[config.mk]
export PLATFORM = sky130hd
export DESIGN_NAME = pic_alarm
export DESIGN_NICKNAME = d
export VERILOG_FILES = /design/src/rtl/pic_alarm.sv
export SDC_FILE = /design/constraint.sdc
export NUM_CORES = 1
export LEC_CHECK = 0
export BUFFER_PORTS_ARGS = -buffer_cell sky130_fd_sc_hd__buf_2
export CORE_UTILIZATION = 40
export DETAILED_ROUTE_END_ITERATION = 8
export PLACE_DENSITY = 0.8
export SLEW_MARGIN = 40
export SYNTH_ARGS = -nofsm -noshare
export SYNTH_HDL_FRONTEND = slang
export SYNTH_SLANG_ARGS = --single-unit
[constraint.sdc]
create_clock -name clk -period 1.6 [get_ports clk]
set_input_delay 0.4 -clock clk [delete_from_list [all_inputs] [get_ports clk]]
set_output_delay 0.4 -clock clk [all_outputs]
set_load 0.02 [all_outputs]
[src/rtl/pic_alarm.sv]
module pic_alarm #(
  parameter int DATA_W   = 16,
  parameter int GOOD_RUN = 64,
  localparam int CNT_W = $clog2(GOOD_RUN + 1)
) (
  input  logic              clk,
  input  logic              rst,
  input  logic              en,
  input  logic              vld,
  input  logic              sync_rise,
  input  logic [DATA_W-1:0] miss,
  input  logic              clr,
  input  logic              autoclr_en,
  output logic [DATA_W-1:0] alarm,
  output logic [CNT_W-1:0]  good_cnt
);

  logic [DATA_W-1:0] alarm_q;
  logic [CNT_W-1:0]  cnt_q;
  logic              any_miss;
  logic              hit_good;
  logic              run_done;
  logic [DATA_W-1:0] base;

  assign any_miss = |miss;
  assign hit_good = vld & ~any_miss;
  assign run_done = hit_good & ~sync_rise & (cnt_q == CNT_W'(GOOD_RUN - 1));

  always_comb begin
    base = alarm_q;
    if (clr || (run_done && autoclr_en)) base = '0;
  end

  always_ff @(posedge clk) begin
    if (rst || !en) begin
      alarm_q <= '0;
      cnt_q   <= '0;
    end else begin
      alarm_q <= base | miss;
      if (sync_rise || any_miss || run_done) cnt_q <= '0;
      else if (hit_good)                     cnt_q <= cnt_q + 1'b1;
    end
  end

  assign alarm    = alarm_q;
  assign good_cnt = cnt_q;

endmodule

After elaboration in Yosys (flattened, before gate mapping)
Index checks and enable logic that the tools add are counted.
Word-level totals
  output and inout port bits: 23
  word-level logic and storage cells: 19
  register bits after elaboration: 23
  bits of input ports: 23
Operators by class
  reductions and logical operators: 8
  add/subtract/negate cells: 1
  equal/unequal tests: 1
  bitwise logic cells: 6
  mux-type cells: 1
Operators by type and width (count)
  $mux 16: 1
  $or 16x16->16: 1
  $reduce_or 16->1: 1
  $add 7x1->7 const B: 1
  $eq 7x6->1 const B: 1
  $logic_or 1x1->1: 4
  $and 1x1->1: 3
  $not 1->1: 2
  $reduce_or 2->1: 1
  $logic_and 1x1->1: 1
  $logic_not 1->1: 1

Logic depth before layout (Yosys ltp)
  word-level depth: 9
  depth in mapped cells: 6
  depth with buffers taken out: 5

Least setup slack after synthesis
OpenSTA, ideal clock, no wires.
  path kind: register to register
  start point: reg cnt_q[0] (netlist: good_cnt[0])
  end point: reg alarm_q[10] (netlist: alarm[10])
  data required time: 1485 ps
  arrival: 1616 ps
  path buffers: 1
  slack: -131 ps
  cell stages (with the launch flop): 7
  clock period less this slack: 1731 ps
  setup time: 115 ps
  cell sequence: dfxtp_1 ha_1 and3_1 nand4_2 nor4_4 buf_6 o21ai_2
Between the ends
  cells in the longest elaborated chain, start to end: 6
RTL lines
  start: declaration: RTL line 19  | logic [CNT_W-1:0] cnt_q;
  start signal: assignment: RTL line 41  | else if (hit_good) cnt_q <= cnt_q + 1'b1;
  $eq 7x6->1: RTL line 27  | assign run_done = hit_good & ~sync_rise & (cnt_q == CNT_W'(GOOD_RUN - 1));
  $and 1x1->1: RTL line 27
  $logic_and 1x1->1: RTL line 31  | if (clr || (run_done && autoclr_en)) base = '0;
  $logic_or 1x1->1: RTL line 31
  $mux 16: RTL line 31
  $or 16x16->16: RTL line 39  | alarm_q <= base | miss;
  end signal: assignment: RTL line 39
  end: declaration: RTL line 18  | logic [DATA_W-1:0] alarm_q;
No other way between the ends.
A chain may end at the register's enable or synchronous reset.

Final worst setup path
Same ends and word-level chain as after synthesis.

==> reports/qor.yml <==
timing:
  tightest_slew_ps: 288
  fin_crit_sh_pct: 97.7
  clock_skew_ps: 0.891
  rsz0062_at_grt: "yes"
  slew_headroom_pct: 80.6
  min_period_ps: 1560
  setup_viol_count_final: 0
  finalHoldViolCount: 0
  fmax_ghz: 0.640
  slew_violations: 0
power:
  power_density_nw_per_um2: 708
  p_leak_nw: 0.651
  vdd_drop_max_uv: 470
  power.internal_w: 0.000754
  power_w: 0.00101
  power_frac_seq_pct: 59.6
  p_sw_share_pct: 25.3
  combPwrFrac_pct: 14.3
  power.switching_w: 0.000256
  pwr-share-clk_pct: 26.1
global_route:
  grt_pass1_vias: 868
  grt_use_total_pct: 17.7
  grt_pass1_wl_microns: 3550
  grt_start_max_net_pins: 33
  grt-ovfl-total: 0
  grt_antenna_before_repair: 0
logic_synthesis:
  syn_inst: 114
  synth_fp_nets: 138
  yosys-top-cells-area: "dfxtp_1 (44%), nand3b_1 (12%), o21ai_2 (8.5%)"
  synthArstFlopShare_pct: 0
  postSynthAreaPerCell_sq_um: 9.09
  synth_top_area_cell: "dfxtp_1"
  synthMuxAreaShare_pct: 0.966
  synth_fa_ha_area_share_pct: 1.21
  synth_seq_cells: 23
  ys_types: 22
  synth_top_area_share_pct: 44.4
  yosys-top-cells-count: "dfxtp_1 (23), nand2_1 (20), nand3b_1 (16)"
  yosys.area_share.simple_pct: 34.9
  synth_edf_count: 0
  netlist_area_sq_um: 1040
  synth_most_common_cell: "dfxtp_1"
  synth_top_family_by_area: "simple AND/OR/NAND/NOR gates"
  yosys_warnings: 0
  synthXorXnorAreaFrac_pct: 4.23
  synth_compound_area_share_pct: 11.4
  yosysSeqAreaShare_pct: 44.4
  ys.flop_type: "dfxtp_1"
floorplanning:
  dieArea_sq_um: 2800
  rows: 18
  initial_utilization_pct: 42.2
  top_level_ports: 46
  coreArea_sq_um: 2450
  die_y_microns: 52.9
  die_x_microns: 52.9
detailed_routing:
  vias_per_cell: 5.07
  dr_total_vias: 1008
  drt_wl_total_microns: 2400
  wl_per_cell_microns: 12.1
  route.detailed.drc: 0
  firstDrtPassIters: 4
  drtAntennaViolNets: 0
  drt-initial-drc-count: 14
clock_tree:
  clk_latency_ps: 310
  cts_buffer_depth: 2
  cts_max_level: 1
  cts_tree: "yes"
  cts_hold_buf: 0
  numClockSinks: 23
  cts-buffers-inserted: 3
  clkTransAtPathRegs_ps: 120
  cts-root-buf: "clkbuf_4"
setup_path:
  reg2reg_depth: 6
  path_class: "flip-flop to flip-flop"
  critPathArrivalTime_ps: 1780
  path_max_fanout: 8
  cp_data_required_time_ps: 1820
  critPathLaunchType: "flip-flop"
  crit_path_end_kind: "flip-flop"
placement:
  port_buffers: 45
  dp_hpwl_microns: 1840
  gp_congestion: 0.730
  placed_cells: 194
final_layout:
  fillers: 236
  multi_input_comb_area_sq_um: 574
  final_cells: 199
  nets: 194
  area_growth_pct: 37.7
  drive_gt1_share_pct: 46.7
  diodes: 0
  seq_area_sq_um: 465
min_path:
  worst_hold_path.num_cells: 3
  hold_class: "input port to flip-flop"
flow_run:
  max-cap-violations: 0
status:
  status: "finished clean"
==> worst paths after layout <==
check	start	to	slack, ps
max	good_cnt[0]	alarm[10]	40
min	miss[4]	alarm[4]	300
max reg2reg	good_cnt[0]	alarm[10]	40
min reg2reg	good_cnt[6]	good_cnt[6]	450
==> flip-flops by register name, indices dropped and copies added, names as in the netlist <==
signal and flops:
alarm 16, good_cnt 7
==> layout by cell type, fill, tap and decap left out <==
cell / count
buf_4: 10
or4_4: 2
nor2_1: 10
buf_2: 45
buf_6: 2
o21ai_2: 10
xor2_1: 3
dfxtp_1: 21
xnor2_1: 2
and3_4: 1
and2_1: 2
nand3b_1: 16
o21ai_1: 6
nor4_1: 1
nand4_1: 4
nor2b_2: 1
nor4_4: 1
dfxtp_4: 1
dfxtp_2: 1
clkbuf_4: 3
nor2b_1: 1
clkbuf_1: 1
ha_4: 1
nand3_1: 1
mux2i_1: 1
nand2_1: 20
nor3_1: 1
nand4_4: 1
==> what timing repair did <==
action	in CTS	in global routing
gates resized for setup	0	12
gates cloned	0	0
endpoints found under the setup margin	14	16
setup buffers	0	1
pin swaps	1	2
endpoints found under the hold margin	0	0
==> logic make-up after synthesis <==
logic type      after synthesis
simple gates                 62
xor+xnor                      5
buf+inv                       6
fa+ha+maj                     1
mux                           1
compound gates               16
flops                        23
==> power by group through the flow <==
stage / Clock (W) / Combinational, W / Sequential, W
after floorplan: 0 / 0.0000469 / 0.000638
after global placement: 0 / 0.000141 / 0.000613
after detailed placement: 0 / 0.000145 / 0.000614
after CTS: 0.000275 / 0.000145 / 0.000601
after global routing: 0.000298 / 0.000157 / 0.000604
final: 0.000264 / 0.000145 / 0.000601
==> stage by stage <==
stage	cell area [sq um]	setup TNS [ps]	setup slack [ps]	hold slack [ps]	utilization, %
floorplan	1040	-695	-69.5	509	-
global placement	1360	-1960	-122	437	55.4
detailed placement	1360	-2510	-169	436	55.4
CTS	1390	0	30.9	286	56.4
global route	1430	-133	-17.9	296	58.1
finish	1430	0	36.7	296	58.1
==> critical path, stage by stage (launching register included) <==
cell and delay [ps]:
dfxtp_4 380, ha_4 130, and3_4 200, nand4_4 130, nor4_4 370, buf_6 200
o21ai_2 60
==> cell type report <==
type | instances | share of cell area (%)
Multi-Input combinational cell | 85 | 40.3
Sequential cell | 23 | 32.6
Timing Repair Buffer | 57 | 22.6
Tap cell | 30 | 2.63
Clock buffer | 4 | 1.84
==> layer usage <==
| metal | share of wire [%] | vias up | global-route usage (%) |
|---|---|---|---|
| met1 | 46 | 459 | 21.5 |
| met5 | 0 | - | 0 |
| met4 | 1.8 | 0 | 7.89 |
| li1 | - | 506 | - |
| met3 | 5.8 | 4 | 2.59 |
| met2 | 47 | 39 | 30.4 |
(Power assumes the default switching activity.)
